`src/rtl/issue_seq_pkg.sv`:
```
// Shared types for the issue sequencer.
// Assumes: eight instruction classes, six sequencer states, three PC actions.
package issue_seq_pkg;

    typedef enum logic [2:0] {
        CL_STRAY  = 3'd0,
        CL_NORMAL = 3'd1,
        CL_DWORD  = 3'd2,
        CL_SKIP   = 3'd3,
        CL_CBR    = 3'd4,
        CL_JUMP   = 3'd5,
        CL_RET    = 3'd6,
        CL_TBL    = 3'd7
    } op_class_e;

    typedef enum logic [2:0] {
        ST_ISSUE = 3'd0,
        ST_DW2   = 3'd1,
        ST_SK1   = 3'd2,
        ST_SK2   = 3'd3,
        ST_FL2   = 3'd4,
        ST_FL1   = 3'd5
    } seq_state_e;

    typedef enum logic [1:0] {
        PC_HOLD = 2'd0,
        PC_STEP = 2'd1,
        PC_LOAD = 2'd2
    } pc_sel_e;

    // Number of matchable classes in the match/mask tables.
    localparam int unsigned N_MATCH = 6;

    // Table slot to class mapping (slot 0 has highest priority).
    function automatic op_class_e slot_class(input int unsigned slot);
        case (slot)
            0:       return CL_DWORD;
            1:       return CL_SKIP;
            2:       return CL_CBR;
            3:       return CL_JUMP;
            4:       return CL_RET;
            default: return CL_TBL;
        endcase
    endfunction

endpackage

```
`src/rtl/issue_opc_class.sv`:
```
// Opcode classifier.
// Sorts an opcode into a class using a match/mask pair per class.
// Assumes: an all-zero opcode is always a stray second word; lower slot wins on overlap;
// an opcode that hits no slot is a normal instruction.
module issue_opc_class
    import issue_seq_pkg::*;
#(
    parameter int unsigned         OPC_W     = 8,
    parameter logic [6*OPC_W-1:0] CLS_MATCH = 48'hB8_08_04_30_A0_02,
    parameter logic [6*OPC_W-1:0] CLS_MASK  = 48'hF8_FE_FC_F0_F0_FE
) (
    input  logic [OPC_W-1:0] opc_i,
    output op_class_e        cls_o
);

    logic [N_MATCH-1:0] hit;

    // One comparator per class slot.
    for (genvar s = 0; s < N_MATCH; s++) begin : g_slot
        assign hit[s] = (opc_i & CLS_MASK[s*OPC_W +: OPC_W]) == CLS_MATCH[s*OPC_W +: OPC_W];
    end

    // Priority pick: zero opcode first, then the lowest slot that hits.
    always_comb begin
        cls_o = CL_NORMAL;
        for (int s = N_MATCH - 1; s >= 0; s--) begin
            if (hit[s]) cls_o = slot_class(s);
        end
        if (opc_i == '0) cls_o = CL_STRAY;
    end

endmodule

```
`src/rtl/issue_pc_unit.sv`:
```
// Program counter register.
// Holds, steps by one word (2 bytes) or loads a target.
// Assumes: byte addressing; targets are even.
module issue_pc_unit
    import issue_seq_pkg::*;
#(
    parameter int unsigned PC_W = 16
) (
    input  logic            clk,
    input  logic            rst_n,
    input  pc_sel_e         sel_i,
    input  logic [PC_W-1:0] target_i,
    output logic [PC_W-1:0] pc_o
);

    localparam logic [PC_W-1:0] WORD_STEP = PC_W'(2);

    logic [PC_W-1:0] pc_q;

    // PC update: zero on reset, otherwise hold, step or load.
    always_ff @(posedge clk) begin
        if (!rst_n) begin
            pc_q <= '0;
        end else begin
            case (sel_i)
                PC_STEP: pc_q <= pc_q + WORD_STEP;
                PC_LOAD: pc_q <= target_i;
                default: pc_q <= pc_q;
            endcase
        end
    end

    assign pc_o = pc_q;

    // the PC stays word aligned from reset on.
    p_aligned_r2: assert property (@(posedge clk) disable iff (!rst_n)
        (sel_i != PC_LOAD) |=> (pc_q[0] == $past(pc_q[0])));

endmodule

```
`src/rtl/issue_seq_ctrl.sv`:
```
// Issue state machine.
// Decides per cycle: execute, second word, bubble, plus the PC action.
// Assumes: cond_i is valid in the issue cycle of skips and conditional branches.
module issue_seq_ctrl
    import issue_seq_pkg::*;
(
    input  logic       clk,
    input  logic       rst_n,
    input  op_class_e  cls_i,
    input  logic       cond_i,
    output seq_state_e state_o,
    output logic       exec_o,
    output logic       nop_o,
    output logic       last_o,
    output pc_sel_e    pc_sel_o
);

    seq_state_e st_q, st_d;

    // Next state and per-cycle strobes.
    always_comb begin
        st_d     = st_q;
        exec_o   = 1'b0;
        nop_o    = 1'b0;
        last_o   = 1'b0;
        pc_sel_o = PC_STEP;
        case (st_q)
            ST_ISSUE: begin
                case (cls_i)
                    CL_STRAY: begin
                        nop_o  = 1'b1;
                        last_o = 1'b1;
                    end
                    CL_NORMAL: begin
                        exec_o = 1'b1;
                        last_o = 1'b1;
                    end
                    CL_DWORD: begin
                        exec_o = 1'b1;
                        st_d   = ST_DW2;
                    end
                    CL_SKIP: begin
                        exec_o = 1'b1;
                        if (cond_i) st_d   = ST_SK1;
                        else        last_o = 1'b1;
                    end
                    CL_CBR: begin
                        exec_o = 1'b1;
                        if (cond_i) begin
                            pc_sel_o = PC_LOAD;
                            st_d     = ST_FL1;
                        end else begin
                            last_o = 1'b1;
                        end
                    end
                    CL_JUMP: begin
                        exec_o   = 1'b1;
                        pc_sel_o = PC_LOAD;
                        st_d     = ST_FL1;
                    end
                    CL_RET: begin
                        exec_o   = 1'b1;
                        pc_sel_o = PC_LOAD;
                        st_d     = ST_FL2;
                    end
                    default: begin
                        exec_o = 1'b1;
                        st_d   = ST_FL1;
                    end
                endcase
            end
            ST_DW2: begin
                last_o = 1'b1;
                st_d   = ST_ISSUE;
            end
            ST_SK1: begin
                nop_o = 1'b1;
                if (cls_i == CL_DWORD) begin
                    st_d = ST_SK2;
                end else begin
                    last_o = 1'b1;
                    st_d   = ST_ISSUE;
                end
            end
            ST_SK2: begin
                nop_o  = 1'b1;
                last_o = 1'b1;
                st_d   = ST_ISSUE;
            end
            ST_FL2: begin
                nop_o    = 1'b1;
                pc_sel_o = PC_HOLD;
                st_d     = ST_FL1;
            end
            ST_FL1: begin
                nop_o    = 1'b1;
                pc_sel_o = PC_HOLD;
                last_o   = 1'b1;
                st_d     = ST_ISSUE;
            end
            default: begin
                pc_sel_o = PC_HOLD;
                st_d     = ST_ISSUE;
            end
        endcase
    end

    // State register, cleared to issue on reset.
    always_ff @(posedge clk) begin
        if (!rst_n) st_q <= ST_ISSUE;
        else        st_q <= st_d;
    end

    assign state_o = st_q;

    // the cycle after a last cycle is always an issue cycle.
    p_last_then_issue_r11: assert property (@(posedge clk) disable iff (!rst_n)
        last_o |=> (st_q == ST_ISSUE));

    // a return is followed by a bubble that is not final.
    p_ret_bubble_r9: assert property (@(posedge clk) disable iff (!rst_n)
        (st_q == ST_ISSUE && cls_i == CL_RET) |=> (nop_o && !last_o));

    // skipping the head of a two-word instruction leaves one more bubble.
    p_skip_pair_r6: assert property (@(posedge clk) disable iff (!rst_n)
        (st_q == ST_SK1 && cls_i == CL_DWORD) |=> (nop_o && last_o));

    // the second word cycle is neither executed nor a bubble.
    p_second_word_r3: assert property (@(posedge clk) disable iff (!rst_n)
        (st_q == ST_ISSUE && cls_i == CL_DWORD) |=> (!exec_o && !nop_o && last_o));

endmodule

```
`src/rtl/issue_cyc_tally.sv`:
```
// Cycle tally.
// Counts the cycles of the instruction in flight and reports the total on its last cycle.
// Assumes: no instruction lasts more than three cycles.
module issue_cyc_tally #(
    parameter int unsigned CNT_W = 2
) (
    input  logic             clk,
    input  logic             rst_n,
    input  logic             last_i,
    output logic [CNT_W-1:0] ncyc_o
);

    logic [CNT_W-1:0] run_q;

    // Cycles already spent on the current instruction.
    always_ff @(posedge clk) begin
        if (!rst_n)      run_q <= '0;
        else if (last_i) run_q <= '0;
        else             run_q <= run_q + CNT_W'(1);
    end

    assign ncyc_o = run_q + CNT_W'(1);

    // a third cycle is always the final one.
    p_max_three_r11: assert property (@(posedge clk) disable iff (!rst_n)
        (run_q == CNT_W'(2)) |-> last_i);

endmodule

```
`src/rtl/issue_seq_top.sv`:
```
// Instruction issue and skip sequencer, top level.
// Classifies the fetched word, runs the issue state machine, drives the PC
// and reports the cycle count of each instruction.
// Assumes: word_i is the word at pc_o in the same cycle; cond_i and target_i
// belong to the word being issued.
module issue_seq_top
    import issue_seq_pkg::*;
#(
    parameter int unsigned        WORD_W    = 24,
    parameter int unsigned        OPC_W     = 8,
    parameter int unsigned        PC_W      = 16,
    parameter logic [6*OPC_W-1:0] CLS_MATCH = 48'hB8_08_04_30_A0_02,
    parameter logic [6*OPC_W-1:0] CLS_MASK  = 48'hF8_FE_FC_F0_F0_FE
) (
    input  logic              clk,
    input  logic              rst_n,
    input  logic [WORD_W-1:0] word_i,
    input  logic              cond_i,
    input  logic [PC_W-1:0]   target_i,
    output logic [PC_W-1:0]   pc_o,
    output logic              exec_o,
    output logic              nop_o,
    output logic              last_o,
    output logic [1:0]        ncyc_o
);

    localparam int unsigned OPC_LSB = WORD_W - OPC_W;

    op_class_e  cls;
    seq_state_e state;
    pc_sel_e    pc_sel;

    issue_opc_class #(
        .OPC_W     (OPC_W),
        .CLS_MATCH (CLS_MATCH),
        .CLS_MASK  (CLS_MASK)
    ) u_class (
        .opc_i (word_i[WORD_W-1:OPC_LSB]),
        .cls_o (cls)
    );

    issue_seq_ctrl u_ctrl (
        .clk      (clk),
        .rst_n    (rst_n),
        .cls_i    (cls),
        .cond_i   (cond_i),
        .state_o  (state),
        .exec_o   (exec_o),
        .nop_o    (nop_o),
        .last_o   (last_o),
        .pc_sel_o (pc_sel)
    );

    issue_pc_unit #(
        .PC_W (PC_W)
    ) u_pc (
        .clk      (clk),
        .rst_n    (rst_n),
        .sel_i    (pc_sel),
        .target_i (target_i),
        .pc_o     (pc_o)
    );

    issue_cyc_tally #(
        .CNT_W (2)
    ) u_tally (
        .clk    (clk),
        .rst_n  (rst_n),
        .last_i (last_o),
        .ncyc_o (ncyc_o)
    );

    // a normal word moves the PC one word on.
    p_normal_step_r2: assert property (@(posedge clk) disable iff (!rst_n)
        (state == ST_ISSUE && cls == CL_NORMAL) |=> (pc_o == $past(pc_o) + PC_W'(2)));

    // a taken conditional branch lands on the target sampled at issue.
    p_branch_load_r7: assert property (@(posedge clk) disable iff (!rst_n)
        (state == ST_ISSUE && cls == CL_CBR && cond_i) |=> (pc_o == $past(target_i) && nop_o));

    // execute and bubble are exclusive, and a finishing count is never zero.
    p_strobes_r11: assert property (@(posedge clk) disable iff (!rst_n)
        !(exec_o && nop_o) && (!last_o || ncyc_o != 2'd0));

endmodule

```
`config.mk`:
```
export PLATFORM = sky130hd
export DESIGN_NAME = issue_seq_top
export DESIGN_NICKNAME = d
export VERILOG_FILES = /design/src/rtl/issue_seq_pkg.sv /design/src/rtl/issue_opc_class.sv /design/src/rtl/issue_pc_unit.sv /design/src/rtl/issue_seq_ctrl.sv /design/src/rtl/issue_cyc_tally.sv /design/src/rtl/issue_seq_top.sv
export SDC_FILE = /design/constraint.sdc
export NUM_CORES = 1
export LEC_CHECK = 0
export CAP_MARGIN = 10
export CORE_MARGIN = 2
export CORE_UTILIZATION = 45
export DETAILED_ROUTE_END_ITERATION = 8
export GPL_TIMING_DRIVEN = 0
export PLACE_DENSITY = 0.91
export SLEW_MARGIN = 20
export SYNTH_ARGS = -nofsm -noshare
export SYNTH_HDL_FRONTEND = slang
export SYNTH_HIERARCHICAL = 1
export SYNTH_SLANG_ARGS = --single-unit
```
`constraint.sdc`:
```
create_clock -name clk -period 9 [get_ports clk]
set_clock_uncertainty 0.05 [all_clocks]
set_input_delay 1.8 -clock clk [delete_from_list [all_inputs] [get_ports clk]]
set_output_delay 1.8 -clock clk [all_outputs]
set_load 0.03 [all_outputs]
```
==> reports/summary.txt <==
status -> complete, no violations
Chip Width -> 60.7 um
final slew viol count -> 0
syn nets -> 240
max_cap viols -> 0
I/O pin count -> 64
ant diodes -> 0
Max VDD drop -> 47.8 uV
HP Start -> u_tally/run_q[0]
Die Y -> 60.7 um
Yosys warnings -> 6
core area -> 0.00305 sq mm
Net Sw Frac -> 34.2%
Final Hold Fails -> 0
Placer Congestion -> 0.949
Worst slew margin -> 67.1%
Int Pwr -> 153 uW
Detail Route Antenna Nets -> 0
Hold Path End -> u_tally/run_q[0]
power density cells -> 116 mW/mm^2
worst slew pin tran -> 494 ps
Worst Hold Depth -> 1
crit path capture type -> output pin
r2r setup slk -> 6450 ps
Site Rows -> 20
drt total wl -> 3880 um
initial DRC count -> 159
Vias -> 1659
vias in the first global route -> 1406
vias per cell -> 5.72
synth unique cells -> 47
detailed-route wire length per cell -> 13.4 um
worst skew pair latency -> 290 ps
nature of the critical path startpoint -> input port
Period minus WS final -> 6430 ps
Pleak -> 0.000696 uW
ys async rst share -> 0%
CTS Buf Count -> 3
worst-path fanout max -> 10
synthesized netlist cell count -> 195
Filler cells -> 275
worst reg2reg path depth -> 11
Logic pwr share -> 34.9%
Psw -> 79.7 uW
Final setup violation count -> 0
Worst Setup SP -> word_i[21]
hold_buf cts -> 0
# nets final -> 292
FF+latch count, synth -> 21
most area-consuming cells after synthesis -> dfxtp_1 (29%), nor2_1 (5.7%), nand2_1 (4.9%)
die area -> 0.00369 sq mm
HP Class -> reg2reg
EDFF count, synth -> 0
Port Buffers -> 47
Mapped Area -> 0.00145 sq mm
CTS tree -> built
largest net degree at the start of global routing -> 12
Total Neg Setup Slack -> 0 ps
post-DP HPWL -> 2830 um
Clk network pwr share -> 19.2%
Worst R2R End -> u_pc/pc_o[10]
RSZ-0062 raised after global routing -> no
Initial Util -> 47.5%
WP data arrival -> 4580 ps
root buffer cell -> clkbuf_4
highest clock rate -> 0.155 GHz
post-synth top area cell -> dfxtp_1
First-pass DRT Iterations -> 4
drc violations -> 0
Most used DFF post-synth -> dfxtp_1
post-CTS setup buffer count -> 0
share of cells above drive strength 1 -> 6.91%
Clock Sinks -> 21
Area Growth Syn to Fin -> 38.1%
clock transition at the registers of the reported paths -> 110 ps
kind of critical path -> in2out
fraction of the yosys area taken by sequential cells -> 29.0%
fin util -> 65.5%
period utilization -> 71.5%
sequential power share -> 45.9%
CTS max path bufs -> 2
grt total ovfl -> 0
Total GRT Usage -> 21.6%
Crit path required time -> 7150 ps
top cell type's share of synthesized area -> 29.0%
H-tree levels -> 1
FF-to-FF Start -> u_ctrl/state_o[1]
# resized after CTS -> 0
initial antenna violation count -> 0
first-pass GRT wire length -> 6310 um
Mapped Avg Cell Area -> 7.43 sq um
## Yosys cell counts (5+ instances only)
| cell | number |
|---|---|
| nor2_1 | 22 |
| dfxtp_1 | 21 |
| nand2_1 | 19 |
| a21oi_1 | 14 |
| o21ai_0 | 12 |
| nand3_1 | 8 |
| a31oi_1 | 7 |
| inv_1 | 7 |
| clkbuf_1 | 6 |
| a22oi_1 | 5 |
| mux2i_1 | 5 |
| nor3_1 | 5 |
## layout by cell type, fill, tap and decap left out, types with 4 or more instances in the layout
master,count
o21ai_0,12
nor2b_1,4
nand3_1,8
dfxtp_1,21
a31oi_1,7
nor2_1,22
inv_1,7
mux2i_1,5
a21oi_1,14
clkdlybuf4s50_1,47
a22oi_1,5
buf_2,4
clkbuf_1,7
nand2_1,19
nand4_1,4
nor3_1,5
## power by group through the flow
| stage | clock network [uW] | logic, uW | registers, uW |
|---|---|---|---|
| detailed placement | 0 | 80.7 | 109 |
| global route | 50.8 | 88.5 | 108 |
| finish | 44.8 | 81.3 | 107 |
| CTS | 46.1 | 81.1 | 107 |
| global placement | 0 | 79.3 | 109 |
| floorplan | 0 | 38.7 | 115 |
## worst max path at each step
stage               endpoint  slack [ps]
global route          exec_o        2400
floorplan             exec_o        2690
global placement      exec_o        2580
finish                exec_o        2570
CTS                   exec_o        2550
detailed placement    exec_o        2550
## area by class of cell
type / count / area, sq um / area share (%)
Multi-Input combinational cell: 153 / 933 / 46.7
Tap cell: 44 / 55.1 / 2.75
Sequential cell: 21 / 420 / 21.0
Buffer: 12 / 61.3 / 3.06
Timing Repair Buffer: 47 / 470 / 23.5
Clock buffer: 4 / 26.3 / 1.31
Inverter: 9 / 33.8 / 1.69
## per-stage QoR
step,power [uW],area [sq um],setup slack [ps],hold slack (ps),std cells
after floorplan,154,1450,2690,374,195
after global placement,188,1970,2580,388,286
after detailed placement,190,1970,2550,393,286
after CTS,234,2000,2550,419,290
after global routing,247,2000,2400,434,290
final,233,2000,2570,416,290
## critical path: stages
cell and delay [ps]:
clkdlybuf4s50_1 490, or4_4 560, o31ai_2 180, a22o_1 160
buf_2 190, nor2_1 80, a2111oi_0 380, clkdlybuf4s50_1 740
## cell families after synthesis
group                      count (synthesis)  synth area share (%)
and+or+nand+nor                           85                  30.7
AOI/OAI and AO/OA                         58                  26.8
DFF                                       21                  29.0
buffers and inverters                     21                  6.56
muxes                                      5                  3.45
adders and majority gates                  2                  1.73
xor gates and xnor gates                   3                  1.81
## routing by layer
layer  global-route usage [%]  share of wire (%)  vias up
met5                        0                  0        -
met4                     4.04               0.67        0
met3                     1.71                6.3        2
met2                     35.9                 49       54
met1                     30.9                 44      780
li1                         -                  -      823
## registers in the layout, summed over array words and instances (netlist names)
register / cells
u_pc/pc_o: 16
u_tally/run_q: 2
u_ctrl/state_o: 3
Note: power is estimated with default switching activity, not from simulation.
